==> src/rtl/dacser_pkg.sv <==
`timescale 1ns/1ps
package dacser_pkg;

    typedef enum logic [2:0] {
        ST_IDLE,
        ST_SETUP,
        ST_HIGH,
        ST_LOW,
        ST_TAIL,
        ST_GAP
    } dser_state_e;

    typedef struct packed {
        logic clk_lvl;
        logic frame_lvl;
    } dser_pins_t;

    function automatic int unsigned max2(input int unsigned a, input int unsigned b);
        return (a > b) ? a : b;
    endfunction

    function automatic int unsigned ns_to_cycles(input int unsigned ns,
                                                 input int unsigned period_ns);
        int unsigned c;
        c = (ns + period_ns - 1) / period_ns;
        return max2(c, 1);
    endfunction

endpackage

==> src/rtl/dacser_timer.sv <==
`timescale 1ns/1ps
module dacser_timer #(
    parameter int CNT_W = 8
) (
    input  logic             clk,
    input  logic             rst,
    input  logic             load,
    input  logic [CNT_W-1:0] load_val,
    output logic             expired
);
    logic [CNT_W-1:0] cnt_q;

    always_ff @(posedge clk) begin
        if (rst) begin
            cnt_q <= '0;
        end else if (load) begin
            cnt_q <= load_val;
        end else if (cnt_q != '0) begin
            cnt_q <= cnt_q - 1'b1;
        end
    end

    assign expired = (cnt_q == '0);

endmodule

==> src/rtl/dacser_shifter.sv <==
`timescale 1ns/1ps
module dacser_shifter #(
    parameter int FRAME_W = 24,
    parameter int IDX_W   = 5
) (
    input  logic               clk,
    input  logic               rst,
    input  logic               load,
    input  logic [FRAME_W-1:0] frame_in,
    input  logic               advance,
    output logic               bit_out,
    output logic               last_bit
);
    logic [FRAME_W-1:0] sreg_q;
    logic [IDX_W-1:0]   idx_q;

    always_ff @(posedge clk) begin
        if (rst) begin
            sreg_q <= '0;
            idx_q  <= '0;
        end else if (load) begin
            sreg_q <= frame_in;
            idx_q  <= IDX_W'(FRAME_W - 1);
        end else if (advance) begin
            sreg_q <= {sreg_q[FRAME_W-2:0], 1'b0};
            idx_q  <= idx_q - 1'b1;
        end
    end

    assign bit_out  = sreg_q[FRAME_W-1];
    assign last_bit = (idx_q == '0);

    AST_NO_SHIFT_PAST_END: assert property (@(posedge clk) disable iff (rst)
        advance |-> (idx_q != '0));

endmodule

==> src/rtl/dual_code_serializer.sv <==
`timescale 1ns/1ps
module dual_code_serializer #(
    parameter int CODE_W              = 12,
    parameter int CLK_PERIOD_NS       = 20,
    parameter int CLK_HIGH_NS         = 60,
    parameter int CLK_LOW_NS          = 60,
    parameter int CLK_LOW_TO_SEL_NS   = 30,
    parameter int SEL_TO_CLK_NS       = 30,
    parameter int LAST_CLK_TO_LOAD_NS = 60,
    parameter int LOAD_HIGH_NS        = 80,
    parameter int CNT_W               = 8
) (
    input  logic              clk,
    input  logic              rst,
    input  logic              req_valid,
    output logic              req_ready,
    input  logic [CODE_W-1:0] code_a,
    input  logic [CODE_W-1:0] code_b,
    output logic              ser_clk,
    output logic              ser_data,
    output logic              ser_frame_n,
    output logic              done
);
    import dacser_pkg::*;

    localparam int FRAME_W = 2 * CODE_W;
    localparam int IDX_W   = $clog2(FRAME_W);

    localparam int unsigned HI_CYC        = ns_to_cycles(CLK_HIGH_NS, CLK_PERIOD_NS);
    localparam int unsigned LO_CYC        = ns_to_cycles(CLK_LOW_NS, CLK_PERIOD_NS);
    localparam int unsigned CLK_SEL_CYC   = ns_to_cycles(CLK_LOW_TO_SEL_NS, CLK_PERIOD_NS);
    localparam int unsigned SEL_CLK_CYC   = ns_to_cycles(SEL_TO_CLK_NS, CLK_PERIOD_NS);
    localparam int unsigned LAST_LOAD_CYC = ns_to_cycles(LAST_CLK_TO_LOAD_NS, CLK_PERIOD_NS);
    localparam int unsigned LOAD_HI_CYC   = ns_to_cycles(LOAD_HIGH_NS, CLK_PERIOD_NS);

    // First low phase must satisfy both the select setup and the low width.
    localparam int unsigned FIRST_LO_CYC  = max2(SEL_CLK_CYC, LO_CYC);
    // The high phase already counts toward the last-edge-to-load interval.
    localparam int unsigned TAIL_CYC      = (LAST_LOAD_CYC > HI_CYC) ? (LAST_LOAD_CYC - HI_CYC) : 1;
    // Select high time also covers the clock-low-before-select interval.
    localparam int unsigned GAP_CYC       = max2(LOAD_HI_CYC, CLK_SEL_CYC);

    localparam logic [CNT_W-1:0] LD_HI    = CNT_W'(HI_CYC - 1);
    localparam logic [CNT_W-1:0] LD_LO    = CNT_W'(LO_CYC - 1);
    localparam logic [CNT_W-1:0] LD_FIRST = CNT_W'(FIRST_LO_CYC - 1);
    localparam logic [CNT_W-1:0] LD_TAIL  = CNT_W'(TAIL_CYC - 1);
    localparam logic [CNT_W-1:0] LD_GAP   = CNT_W'(GAP_CYC - 1);

    dser_state_e      st_q, st_n;
    dser_pins_t       pins_q, pins_n;
    logic             done_q, done_n;
    logic             tmr_load;
    logic [CNT_W-1:0] tmr_val;
    logic             tmr_expired;
    logic             sh_load, sh_adv, sh_bit, sh_last;

    dacser_timer #(.CNT_W(CNT_W)) u_timer (
        .clk      (clk),
        .rst      (rst),
        .load     (tmr_load),
        .load_val (tmr_val),
        .expired  (tmr_expired)
    );

    dacser_shifter #(.FRAME_W(FRAME_W), .IDX_W(IDX_W)) u_shifter (
        .clk      (clk),
        .rst      (rst),
        .load     (sh_load),
        .frame_in ({code_a, code_b}),
        .advance  (sh_adv),
        .bit_out  (sh_bit),
        .last_bit (sh_last)
    );

    always_comb begin
        st_n     = st_q;
        pins_n   = pins_q;
        done_n   = 1'b0;
        tmr_load = 1'b0;
        tmr_val  = '0;
        sh_load  = 1'b0;
        sh_adv   = 1'b0;
        unique case (st_q)
            ST_IDLE: begin
                if (req_valid) begin
                    sh_load          = 1'b1;
                    tmr_load         = 1'b1;
                    tmr_val          = LD_FIRST;
                    pins_n.frame_lvl = 1'b0;
                    st_n             = ST_SETUP;
                end
            end
            ST_SETUP, ST_LOW: begin
                if (tmr_expired) begin
                    pins_n.clk_lvl = 1'b1;
                    tmr_load       = 1'b1;
                    tmr_val        = LD_HI;
                    st_n           = ST_HIGH;
                end
            end
            ST_HIGH: begin
                if (tmr_expired) begin
                    pins_n.clk_lvl = 1'b0;
                    tmr_load       = 1'b1;
                    if (sh_last) begin
                        tmr_val = LD_TAIL;
                        st_n    = ST_TAIL;
                    end else begin
                        sh_adv  = 1'b1;
                        tmr_val = LD_LO;
                        st_n    = ST_LOW;
                    end
                end
            end
            ST_TAIL: begin
                if (tmr_expired) begin
                    pins_n.frame_lvl = 1'b1;
                    tmr_load         = 1'b1;
                    tmr_val          = LD_GAP;
                    st_n             = ST_GAP;
                end
            end
            ST_GAP: begin
                if (tmr_expired) begin
                    done_n = 1'b1;
                    st_n   = ST_IDLE;
                end
            end
            default: st_n = ST_IDLE;
        endcase
    end

    always_ff @(posedge clk) begin
        if (rst) begin
            st_q             <= ST_IDLE;
            pins_q.clk_lvl   <= 1'b0;
            pins_q.frame_lvl <= 1'b1;
            done_q           <= 1'b0;
        end else begin
            st_q   <= st_n;
            pins_q <= pins_n;
            done_q <= done_n;
        end
    end

    assign req_ready   = (st_q == ST_IDLE);
    assign ser_clk     = pins_q.clk_lvl;
    assign ser_frame_n = pins_q.frame_lvl;
    assign ser_data    = sh_bit;
    assign done        = done_q;

    // Interval counters feeding the assertions below.
    localparam logic [CNT_W-1:0] SAT = '1;
    logic [CNT_W-1:0] chk_hi_run, chk_lo_run, chk_sel_hi_run, chk_sel_lo_run, chk_since_rise;
    logic [IDX_W:0]   chk_rise_cnt;
    logic             chk_clk_d;

    always_ff @(posedge clk) begin
        if (rst) begin
            chk_hi_run     <= '0;
            chk_lo_run     <= SAT;
            chk_sel_hi_run <= SAT;
            chk_sel_lo_run <= '0;
            chk_since_rise <= SAT;
            chk_rise_cnt   <= '0;
            chk_clk_d      <= 1'b0;
        end else begin
            chk_clk_d      <= ser_clk;
            chk_hi_run     <= ser_clk ? ((chk_hi_run == SAT) ? SAT : chk_hi_run + 1'b1) : '0;
            chk_lo_run     <= ser_clk ? '0 : ((chk_lo_run == SAT) ? SAT : chk_lo_run + 1'b1);
            chk_sel_hi_run <= ser_frame_n ? ((chk_sel_hi_run == SAT) ? SAT : chk_sel_hi_run + 1'b1) : '0;
            chk_sel_lo_run <= ser_frame_n ? '0 : ((chk_sel_lo_run == SAT) ? SAT : chk_sel_lo_run + 1'b1);
            if (ser_clk && !chk_clk_d)
                chk_since_rise <= CNT_W'(1);
            else if (chk_since_rise != SAT)
                chk_since_rise <= chk_since_rise + 1'b1;
            if (ser_frame_n)
                chk_rise_cnt <= '0;
            else if (ser_clk && !chk_clk_d)
                chk_rise_cnt <= chk_rise_cnt + 1'b1;
        end
    end

    AST_IDLE_LEVELS: assert property (@(posedge clk) disable iff (rst)
        (st_q == ST_IDLE) |-> (ser_frame_n && !ser_clk));

    AST_DATA_STABLE: assert property (@(posedge clk) disable iff (rst)
        ser_clk |-> $stable(ser_data));

    AST_CLK_HIGH_WIDTH: assert property (@(posedge clk) disable iff (rst)
        $fell(ser_clk) |-> (chk_hi_run >= CNT_W'(HI_CYC)));

    AST_CLK_LOW_WIDTH: assert property (@(posedge clk) disable iff (rst)
        ($rose(ser_clk) && (chk_rise_cnt != '0)) |-> (chk_lo_run >= CNT_W'(LO_CYC)));

    AST_NO_CLK_DESELECTED: assert property (@(posedge clk) disable iff (rst)
        ser_frame_n |-> !ser_clk);

    AST_CLK_LOW_BEFORE_SEL: assert property (@(posedge clk) disable iff (rst)
        $fell(ser_frame_n) |-> (chk_lo_run >= CNT_W'(CLK_SEL_CYC)));

    AST_SEL_TO_FIRST_EDGE: assert property (@(posedge clk) disable iff (rst)
        ($rose(ser_clk) && (chk_rise_cnt == '0)) |-> (chk_sel_lo_run >= CNT_W'(SEL_CLK_CYC)));

    AST_LAST_EDGE_TO_LOAD: assert property (@(posedge clk) disable iff (rst)
        $rose(ser_frame_n) |-> (chk_since_rise >= CNT_W'(LAST_LOAD_CYC)));

    AST_LOAD_HIGH_BEFORE_DONE: assert property (@(posedge clk) disable iff (rst)
        done |-> (ser_frame_n && (chk_sel_hi_run >= CNT_W'(LOAD_HI_CYC))));

    AST_DONE_SINGLE: assert property (@(posedge clk) disable iff (rst)
        done |=> !done);

    AST_ACCEPT_SELECTS: assert property (@(posedge clk) disable iff (rst)
        (req_valid && req_ready) |=> !ser_frame_n);

    AST_SELECT_NEEDS_ACCEPT: assert property (@(posedge clk) disable iff (rst)
        $fell(ser_frame_n) |-> $past(req_valid && req_ready));

    AST_EDGE_COUNT: assert property (@(posedge clk) disable iff (rst)
        $rose(ser_frame_n) |-> (chk_rise_cnt == (IDX_W+1)'(FRAME_W)));

endmodule

==> config.mk <==
export PLATFORM = sky130hd
export DESIGN_NAME = dual_code_serializer
export DESIGN_NICKNAME = d
export VERILOG_FILES = /design/src/rtl/dacser_pkg.sv /design/src/rtl/dacser_timer.sv /design/src/rtl/dacser_shifter.sv /design/src/rtl/dual_code_serializer.sv
export SDC_FILE = /design/constraint.sdc
export NUM_CORES = 1
export LEC_CHECK = 0
export ABC_AREA = 0
export BUFFER_PORTS_ARGS = -buffer_cell sky130_fd_sc_hd__buf_4
export CAP_MARGIN = 40
export CORE_ASPECT_RATIO = 1.5
export CORE_MARGIN = 2
export CORE_UTILIZATION = 55
export DETAILED_ROUTE_END_ITERATION = 8
export HOLD_SLACK_MARGIN = 0.08
export PLACE_DENSITY = 0.8
export SLEW_MARGIN = 25
export SYNTH_ARGS = -nofsm -noshare
export SYNTH_HDL_FRONTEND = slang
export SYNTH_SLANG_ARGS = --single-unit
==> constraint.sdc <==
create_clock -name clk -period 4.7 [get_ports clk]
set_input_delay 0.47 -clock clk [delete_from_list [all_inputs] [get_ports clk]]
set_output_delay 0.47 -clock clk [all_outputs]
set_load 0.02 [all_outputs]
* Word level (Yosys, flattened, before mapping)
Cells that the tools add are included.
** Word-level totals
- Input port bits :: 27
- Output and inout bits :: 5
- Word-level logic and storage cells :: 67
- Register bits after elaboration :: 43
** Operators by class
- Add/sub/neg operators :: 2
- Equality and inequality tests :: 10
- Bitwise operators :: 1
- Reduce and logical (&&, ||, !) cells :: 15
- Muxes and demuxes :: 31
** Operator list (number)
- $mux W24 :: 2
- $mux W3 :: 6
- $mux W8 :: 2
- $pmux W3 S5 :: 1
- $mux W2 :: 5
- $mux W5 :: 2
- $ne A2 B2 Y1 const B :: 5
- $mux W1 :: 9
- $logic_not A8 Y1 :: 1
- $pmux W2 S4 :: 1
- $reduce_bool A2 Y1 :: 4
- $reduce_bool A8 Y1 :: 1
- $sub A8 B1 Y8 const B :: 1
- $eq A3 B2 Y1 const B :: 2
- $eq A3 B3 Y1 const B :: 2
- $pmux W1 S2 :: 3
- $reduce_and A3 Y1 :: 2
- $reduce_or A2 Y1 :: 3
- $logic_not A5 Y1 :: 1
- $reduce_and A5 Y1 :: 1
- $sub A5 B1 Y5 const B :: 1
- $reduce_or A4 Y1 :: 1
- $eq A3 B1 Y1 const B :: 1
- $logic_not A3 Y1 :: 1
- $not A1 Y1 :: 1

* Longest topological paths before layout
Gate-level depths: netlist of the first run.
- Depth after elaboration :: 6
- Mapped depth :: 8
- Mapped depth without buffers :: 6

* Modules after synthesis
A second synthesis of the first run with hierarchy kept.
** Second synthesis, totals
- Cells, all modules :: 250
- Area total of the unflattened synthesis :: 2170.8 µm²
** Modules (own cells, without submodules)
- dacser_shifter :: sequential area each 580.6 µm², area each 1326.3 µm², cells each 154, instances 1
- dacser_timer :: sequential area each 160.2 µm², area each 475.5 µm², cells each 53, instances 1
- dual_code_serializer :: sequential area each 120.1 µm², area each 369.1 µm², cells each 43, instances 1

* Worst setup path before layout of the first run
Ideal clock, no wire load.
- Path kind :: register to register
- Start :: reg u_timer.cnt_q[0]
- End :: reg u_shifter.sreg_q[16]
- Arrival :: 2070 ps
- Clock period less this slack :: 2174 ps
- Buffers on the path :: 2
- Path slack :: 2526 ps
- Setup time :: 103 ps
- Stages on the path, launching flop included :: 9
- Data required time :: 4597 ps
- Cell sequence :: dfxtp_1 > inv_1 > ha_1 > or4b_1 > clkbuf_1 > nor4b_4 > buf_4 > nor3_1 > a2111oi_2
** Between the ends
- Cells in the longest elaborated chain, start to end :: 4
** Ends and longest elaborated chain
- start, declared :: RTL line dacser_timer.sv:11 : logic [CNT_W-1:0] cnt_q;
- start signal, assigned :: RTL line dacser_timer.sv:17 : cnt_q <= load_val;
- start signal, assigned :: RTL line dacser_timer.sv:19 : cnt_q <= cnt_q - 1'b1;
- $logic_not A8 Y1 :: RTL line dacser_timer.sv:23 : assign expired = (cnt_q == '0);
- $mux W1 :: RTL line dual_code_serializer.sv:102 : if (tmr_expired) begin
- $mux W1 :: RTL line dual_code_serializer.sv:83 : unique case (st_q)
- $reduce_bool A2 Y1 (no line)
- end signal, assigned :: RTL line dacser_shifter.sv:22 : sreg_q <= frame_in;
- end signal, assigned :: RTL line dacser_shifter.sv:25 : sreg_q <= {sreg_q[FRAME_W-2:0], 1'b0};
- end, declared :: RTL line dacser_shifter.sv:14 : logic [FRAME_W-1:0] sreg_q;
No other way between the ends.
A chain may end at the register's enable or synchronous reset.

* Final worst setup path of the first run
- Start :: reg u_timer.cnt_q[0]
- End :: reg u_shifter.sreg_q[17]
The elaborated chain is that of the path after synthesis.

==> flow_metrics.env, run 1 <==
export IMPL_grt_pass1_wl_microns=8210
export IMPL_p_leak_nw=0.947
export IMPL_rsz0062_at_grt="false"
export IMPL_whs_ps=418
export IMPL_yosys_mux_area_fraction_pct=0.446
export IMPL_fin_setup_tns_ps=0
export IMPL_intPower_mw=0.982
export IMPL_layout_common_cells="55 x nor2_1, 43 x dfxtp_1, 34 x buf_4"
export IMPL_clockBufferDepth=2
export IMPL_die_area_sq_um=4610
export IMPL_dpl_cell_area_sq_um=2460
export IMPL_worstPathMaxFanout=51
export IMPL_drv_cap=0
export IMPL_htree_levels=2
export IMPL_core_area_sq_um=3920
export IMPL_mostFrequentLayoutCell="nor2_1"
export IMPL_yosysWarnings=0
export IMPL_dp_hpwl_microns=3220
export IMPL_portBuffers=31
export IMPL_cts_root_buf="clkbuf_8"
export IMPL_drc=0
export IMPL_seqPwrFrac_pct=34.5
export IMPL_numCtsBuffers=5
export IMPL_syn_area_sq_um=2240
export IMPL_status="finished clean"
export IMPL_die_w_microns=56.1
export IMPL_hold_violations=0
export IMPL_rows=28
export IMPL_layout_worst_path_cycle_share_pct=56.7
export IMPL_cts_resized=0
export IMPL_switchingPower_mw=0.736
export IMPL_skew_ps=5.21
export IMPL_worstPathRequired_ps=4880
export IMPL_clkLatencyLatePin_ps=290
export IMPL_nNetsFinal=313
export IMPL_synth_nets=296
export IMPL_clock_fmax_mhz=375
export IMPL_cts_tree="yes"
export IMPL_synth_compound_area_share_pct=26.7
export IMPL_fillCellCount=342
export IMPL_start_kind="flip-flop"
export IMPL_design_area_sq_um=2580
export IMPL_irDropWorstVdd_mv=0.511
export IMPL_clk_pin_slew_ps=80
export IMPL_p_comb_share_pct=48.0
export IMPL_relSlewSlack_pct=41.9
export IMPL_clock_sinks=43
export IMPL_clockPowerShare_pct=17.5
export IMPL_die_h_microns=82.2
export IMPL_antenna_found_initial=0
export IMPL_place_gp_congestion=0.839
export IMPL_grt_pass1_vias=1940
export IMPL_drive_above_1_share_pct=25.4
export IMPL_slew_viol_final=0
export IMPL_cp_end_kind="flip-flop"
export IMPL_tightestPinTransition_ps=859
export IMPL_critPathKind="reg -> reg"
export IMPL_area_delta_synth_final_pct=15.2
export IMPL_grt_overflow=0
export IMPL_grt_max_degree=52
export IMPL_hold_buffers=0
export IMPL_yosysSeqAreaShare_pct=38.4
export IMPL_synth_fa_ha_area_share_pct=1.67
export IMPL_start_util_pct=57.1
export IMPL_drt_pre_antenna_iters=7
export IMPL_synth_top_family_by_area="compound AO/OA/AOI/OAI gates"
export IMPL_fin_crit_ps=2660
export IMPL_synthXorXnorAreaFrac_pct=0.391
export IMPL_swShare_pct=42.9
export IMPL_syn_inst=266
export IMPL_synthSimpleGateAreaFrac_pct=26.6
export IMPL_via_count=2000
export IMPL_drt_wirelength_per_cell_microns=14.6
export IMPL_hold_path_class="in -> reg"
export IMPL_synth_cell_types=44
export IMPL_post_drt_via_cell_ratio=6.08
export IMPL_wl_microns=4820
export IMPL_antennaDiodeCount=0
export IMPL_cp_arrival_ps=2840
export IMPL_ant_nets=0
export IMPL_io_pins=32
export IMPL_setup_viol=0
export IMPL_avgSynthCellArea_sq_um=8.43
export IMPL_first_iter_violations=83
export IMPL_cts_setup_buffers=0
export IMPL_p_per_area_nw_per_um2=665
export IMPL_grt_use_total_pct=22.2
export IMPL_ys_ff_latch=43
==> logic make-up (layout without fill, tap and decap cells) <==
logic type,Yosys count,after routing
AND/OR/NAND/NOR,122,122
multiplexers,1,1
adder cells (fa/ha/maj),3,3
XOR/XNOR,1,1
buffers and inverters,32,50
flip-flops,43,43
AO/OA/AOI/OAI,64,64
==> state kept, by name (all words and copies together), names as in the netlist <==
signal	count
st_q	3
u_timer.cnt_q	8
ser_frame_n	1
ser_clk	1
done	1
u_shifter.sreg_q	24
u_shifter.idx_q	5
==> path summary, 6_finish.rpt <==
kind              slack, ps                start              endpoint  depth (start not counted)
setup / recovery       2040     u_timer.cnt_q[0]  u_shifter.sreg_q[17]                          7
hold / removal          420            code_b[0]   u_shifter.sreg_q[0]                          3
setup reg to reg       2040     u_timer.cnt_q[0]  u_shifter.sreg_q[17]                          7
hold reg to reg         500  u_shifter.sreg_q[0]   u_shifter.sreg_q[0]                          2
==> through the flow <==
step	power (mW)	cells	setup slack, ps	utilization, %
finish	1.72	329	2040	65.8
global route	1.86	329	1730	65.8
CTS	1.72	329	2040	65.8
detailed placement	1.42	321	2070	62.8
global placement	1.39	321	2170	62.7
floorplan	1.23	266	2530	-
==> per-layer routing <==
layer  up-vias  wire length (microns)  GRT usage [%]
met5         -                      0              0
met4         0                     61           9.29
met3         7                    140           4.36
met2        37                   2580           41.5
met1       946                   2040           24.5
li1       1010                      -              -
==> layout make-up <==
class / count / area [sq um] / share of cell area [%]
clock buffer: 6 / 82.6 / 3.20
clock inverter: 2 / 35.0 / 1.36
inverter: 8 / 30.0 / 1.16
multi-input combinational: 191 / 1260 / 48.9
sequential: 43 / 861 / 33.3
tap: 45 / 56.3 / 2.18
timing repair buffer: 34 / 255 / 9.88
==> power groups by stage <==
| stage | Combinational, mW | Sequential [mW] | Clock, mW |
|---|---|---|---|
| 2_1_floorplan | 0.664 | 0.570 | 0 |
| 3_3_place_gp | 0.795 | 0.595 | 0 |
| 3_5_place_dp | 0.820 | 0.596 | 0 |
| 4_1_cts | 0.825 | 0.590 | 0.303 |
| 5_1_grt | 0.926 | 0.610 | 0.321 |
| 6_report | 0.825 | 0.592 | 0.301 |
==> cell usage after synthesis (all sizes together) <==
library cell,n,area (sq um)
or4b,2,20.0
or3b,3,26.3
xnor2,1,8.76
o21a,1,7.51
a311oi,2,17.5
o41ai,2,17.5
nor2,55,206
nor2b,1,6.26
or3,1,6.26
nand2b,2,12.5
a31o,1,8.76
a211oi,2,15.0
a21oi,12,60.1
or4,1,7.51
nor3,27,135
nand2,11,41.3
o21ai,9,45.0
a31oi,3,18.8
o31ai,3,22.5
a21boi,1,7.51
mux2i,1,10.0
o211ai,1,7.51
a32oi,1,8.76
nor4,5,31.3
buf,6,32.5
or2,1,6.26
nor4b,3,41.3
a2111o,1,11.3
nand4,2,12.5
nand3b,1,7.51
ha,3,37.5
clkbuf,18,67.6
o21bai,1,7.51
nand3,6,30.0
a311o,1,10.0
a2111oi,22,324
inv,8,30.0
dfxtp,43,861
a221oi,1,8.76
and3,1,6.26
==> worst max-delay path: stages (launching register included) <==
cell       delay, ps
dfxtp_1          360
inv_1            110
ha_1             180
or4b_1           580
nor4b_4          310
buf_4            560
nor3_1            80
a2111oi_0        370
(Power assumes the default switching activity.)
==> run 2: changes to the inputs <==
--- a/config.mk
+++ b/config.mk
@@ -10,10 +10,10 @@
 export CAP_MARGIN = 40
 export CORE_ASPECT_RATIO = 1.5
 export CORE_MARGIN = 2
-export CORE_UTILIZATION = 55
+export CORE_UTILIZATION = 51
 export DETAILED_ROUTE_END_ITERATION = 8
 export HOLD_SLACK_MARGIN = 0.08
-export PLACE_DENSITY = 0.8
+export PLACE_DENSITY = 0.78
 export SLEW_MARGIN = 25
 export SYNTH_ARGS = -nofsm -noshare
 export SYNTH_HDL_FRONTEND = slang
==> constraint.sdc (replaced) <==
create_clock -name clk -period 2.34 [get_ports clk]
set_input_delay 0.234 -clock clk [delete_from_list [all_inputs] [get_ports clk]]
set_output_delay 0.234 -clock clk [all_outputs]
set_load 0.02 [all_outputs]
==> run 2 against run 1 <==
Against the previous run:
- combinational power increased by 130%
- clock power increased by 100%
- clock-buffer cell count unchanged
- largest power group unchanged
- non-clock buffer count increased by 17
- cell count increased by 5.5%
- core utilization decreased by 0.83 points
- first-iteration DRC count decreased by 3.6%
- register-to-register slack got worse by 2000 ps
==> flow_metrics.env, run 2 (synthesized netlist as in run 1, its figures left out) <==
export IMPL_status="finished clean"
export IMPL_crit_chain="inv_1, ha_2, or4b_4, nor4b_4, buf_4, buf_6, nor3_1, a2111oi_2"
export IMPL_dp_hpwl_microns=3320
export IMPL_io_pins=32
export IMPL_top_register="u_shifter.sreg_q"
export IMPL_intPower_mw=2.14
export IMPL_swShare_pct=41.8
export IMPL_cp_slowest_stage_delay_ps=480
export IMPL_core_area_sq_um=4250
export IMPL_drv_cap=0
export IMPL_clk_pin_slew_ps=90
export IMPL_layout_worst_path_cycle_share_pct=97.0
export IMPL_seqPwrFrac_pct=31.3
export IMPL_die_h_microns=85.2
export IMPL_cpMaxStageDelayCell="or4b_4"
export IMPL_first_iter_violations=80
export IMPL_grt_pass1_vias=2028
export IMPL_p_per_area_nw_per_um2=1340
export IMPL_p_comb_share_pct=52.3
export IMPL_relSlewSlack_pct=63.9
export IMPL_die_w_microns=58.1
export IMPL_portBuffers=31
export IMPL_ant_nets=0
export IMPL_cts_tree="yes"
export IMPL_reg_top3="u_shifter.sreg_q: 24 flops, u_timer.cnt_q: 8 flops, u_shifter.idx_q: 5 flops"
export IMPL_clock_sinks=43
export IMPL_place_gp_congestion=0.870
export IMPL_hold_path_depth=3
export IMPL_drt_pre_antenna_iters=4
export IMPL_hold_violations=0
export IMPL_worstRegToRegCells=8
export IMPL_grt_max_degree=52
export IMPL_grt_overflow=0
export IMPL_worstPathRequired_ps=2540
export IMPL_rows=29
export IMPL_grt_pass1_wl_microns=8570
export IMPL_final_setup_worst_slack_ps=69.9
export IMPL_start_kind="flip-flop"
export IMPL_dpl_cell_area_sq_um=2570
export IMPL_wl_microns=5390
export IMPL_critPathKind="reg -> reg"
export IMPL_area_sequential_sq_um=861
export IMPL_clockPowerShare_pct=16.5
export IMPL_via_count=2140
export IMPL_post_drt_via_cell_ratio=6.17
export IMPL_cp_arrival_ps=2470
export IMPL_antenna_found_initial=0
export IMPL_drc=0
export IMPL_antennaDiodeCount=0
export IMPL_layout_common_cells="55 x nor2_1, 46 x buf_4, 43 x dfxtp_1"
export IMPL_whs_ps=176
export IMPL_slew_viol_final=0
export IMPL_clock_fmax_mhz=441
export IMPL_area_delta_synth_final_pct=23.0
export IMPL_design_area_sq_um=2760
export IMPL_irDropWorstVdd_mv=0.854
export IMPL_multi_input_area_sq_um=1260
export IMPL_switchingPower_mw=1.54
export IMPL_hold_buffers=0
export IMPL_fillCellCount=352
export IMPL_hold_path_class="in -> reg"
export IMPL_cts_root_buf="clkbuf_8"
export IMPL_die_area_sq_um=4950
export IMPL_fin_crit_ps=2270
export IMPL_tightestPinTransition_ps=541
export IMPL_nNetsFinal=330
export IMPL_dp_slack_ps=47.3
export IMPL_grt_use_total_pct=21.7
export IMPL_setup_viol=0
export IMPL_clockBufferDepth=2
export IMPL_cp_end_kind="flip-flop"
export IMPL_clkLatencyLatePin_ps=300
export IMPL_skew_ps=10.6
export IMPL_numCtsBuffers=5
export IMPL_htree_levels=2
export IMPL_largest_reg_flops=24
export IMPL_p_leak_nw=1.04
export IMPL_mostFrequentLayoutCell="nor2_1"
export IMPL_start_util_pct=52.8
export IMPL_drt_wirelength_per_cell_microns=15.5
export IMPL_worstPathMaxFanout=13
export IMPL_drive_above_1_share_pct=30.2
## run 2: power groups by stage
stage	registers, mW	clock network (mW)	logic, mW
floorplan	1.15	0	1.33
global placement	1.15	0	1.81
detailed placement	1.16	0	1.86
CTS	1.14	0.621	1.86
global route	1.18	0.642	2.14
finish	1.15	0.607	1.93
## run 2: area by class of cell
cell class,count,share of cell area [%]
Clock inverter,2,1.27
Inverter,8,1.09
Clock buffer,6,2.99
Sequential cell,43,31.2
Timing Repair Buffer,51,15.5
Multi-Input combinational cell,191,45.9
Tap cell,46,2.09
## run 2: what timing repair did
action	CTS	global route
endpoints found under the setup margin	0	24
setup buffers	0	3
gates resized for setup	0	6
## run 2: path summary, 6_finish.rpt
| kind | end | slack [ps] | from |
|---|---|---|---|
| min | u_shifter.sreg_q[0] | 180 | code_b[0] |
| max reg2reg | u_shifter.sreg_q[22] | 70 | u_timer.cnt_q[1] |
| max | u_shifter.sreg_q[22] | 70 | u_timer.cnt_q[1] |
| min reg2reg | u_shifter.idx_q[4] | 470 | u_shifter.idx_q[4] |
## run 2: per-stage QoR
step | total power [mW] | cells | setup TNS [ps] | utilization [%]
after floorplan | 2.48 | 266 | 0 | -
after global placement | 2.96 | 333 | 0 | 60.5
after detailed placement | 3.01 | 333 | 0 | 60.5
after CTS | 3.63 | 341 | 0 | 63.3
after global routing | 3.97 | 347 | -47.4 | 65.0
final | 3.69 | 347 | 0 | 65.0
## run 2: metal layers
layer	wire [microns]	vias up	track usage [%]
li1	-	1052	-
met2	2810	71	39.2
met4	158	0	9.30
met1	2190	1002	24.2
met3	228	15	3.66
met5	0	-	0
## run 2: worst max-delay path: cells and delay by family, from the launching register on
family / cells / cell delay (ps)
AOI/OAI and AO/OA: 1 / 290
adders and majority gates: 1 / 190
buffers and inverters: 3 / 440
DFF: 1 / 330
and+or+nand+nor: 3 / 920
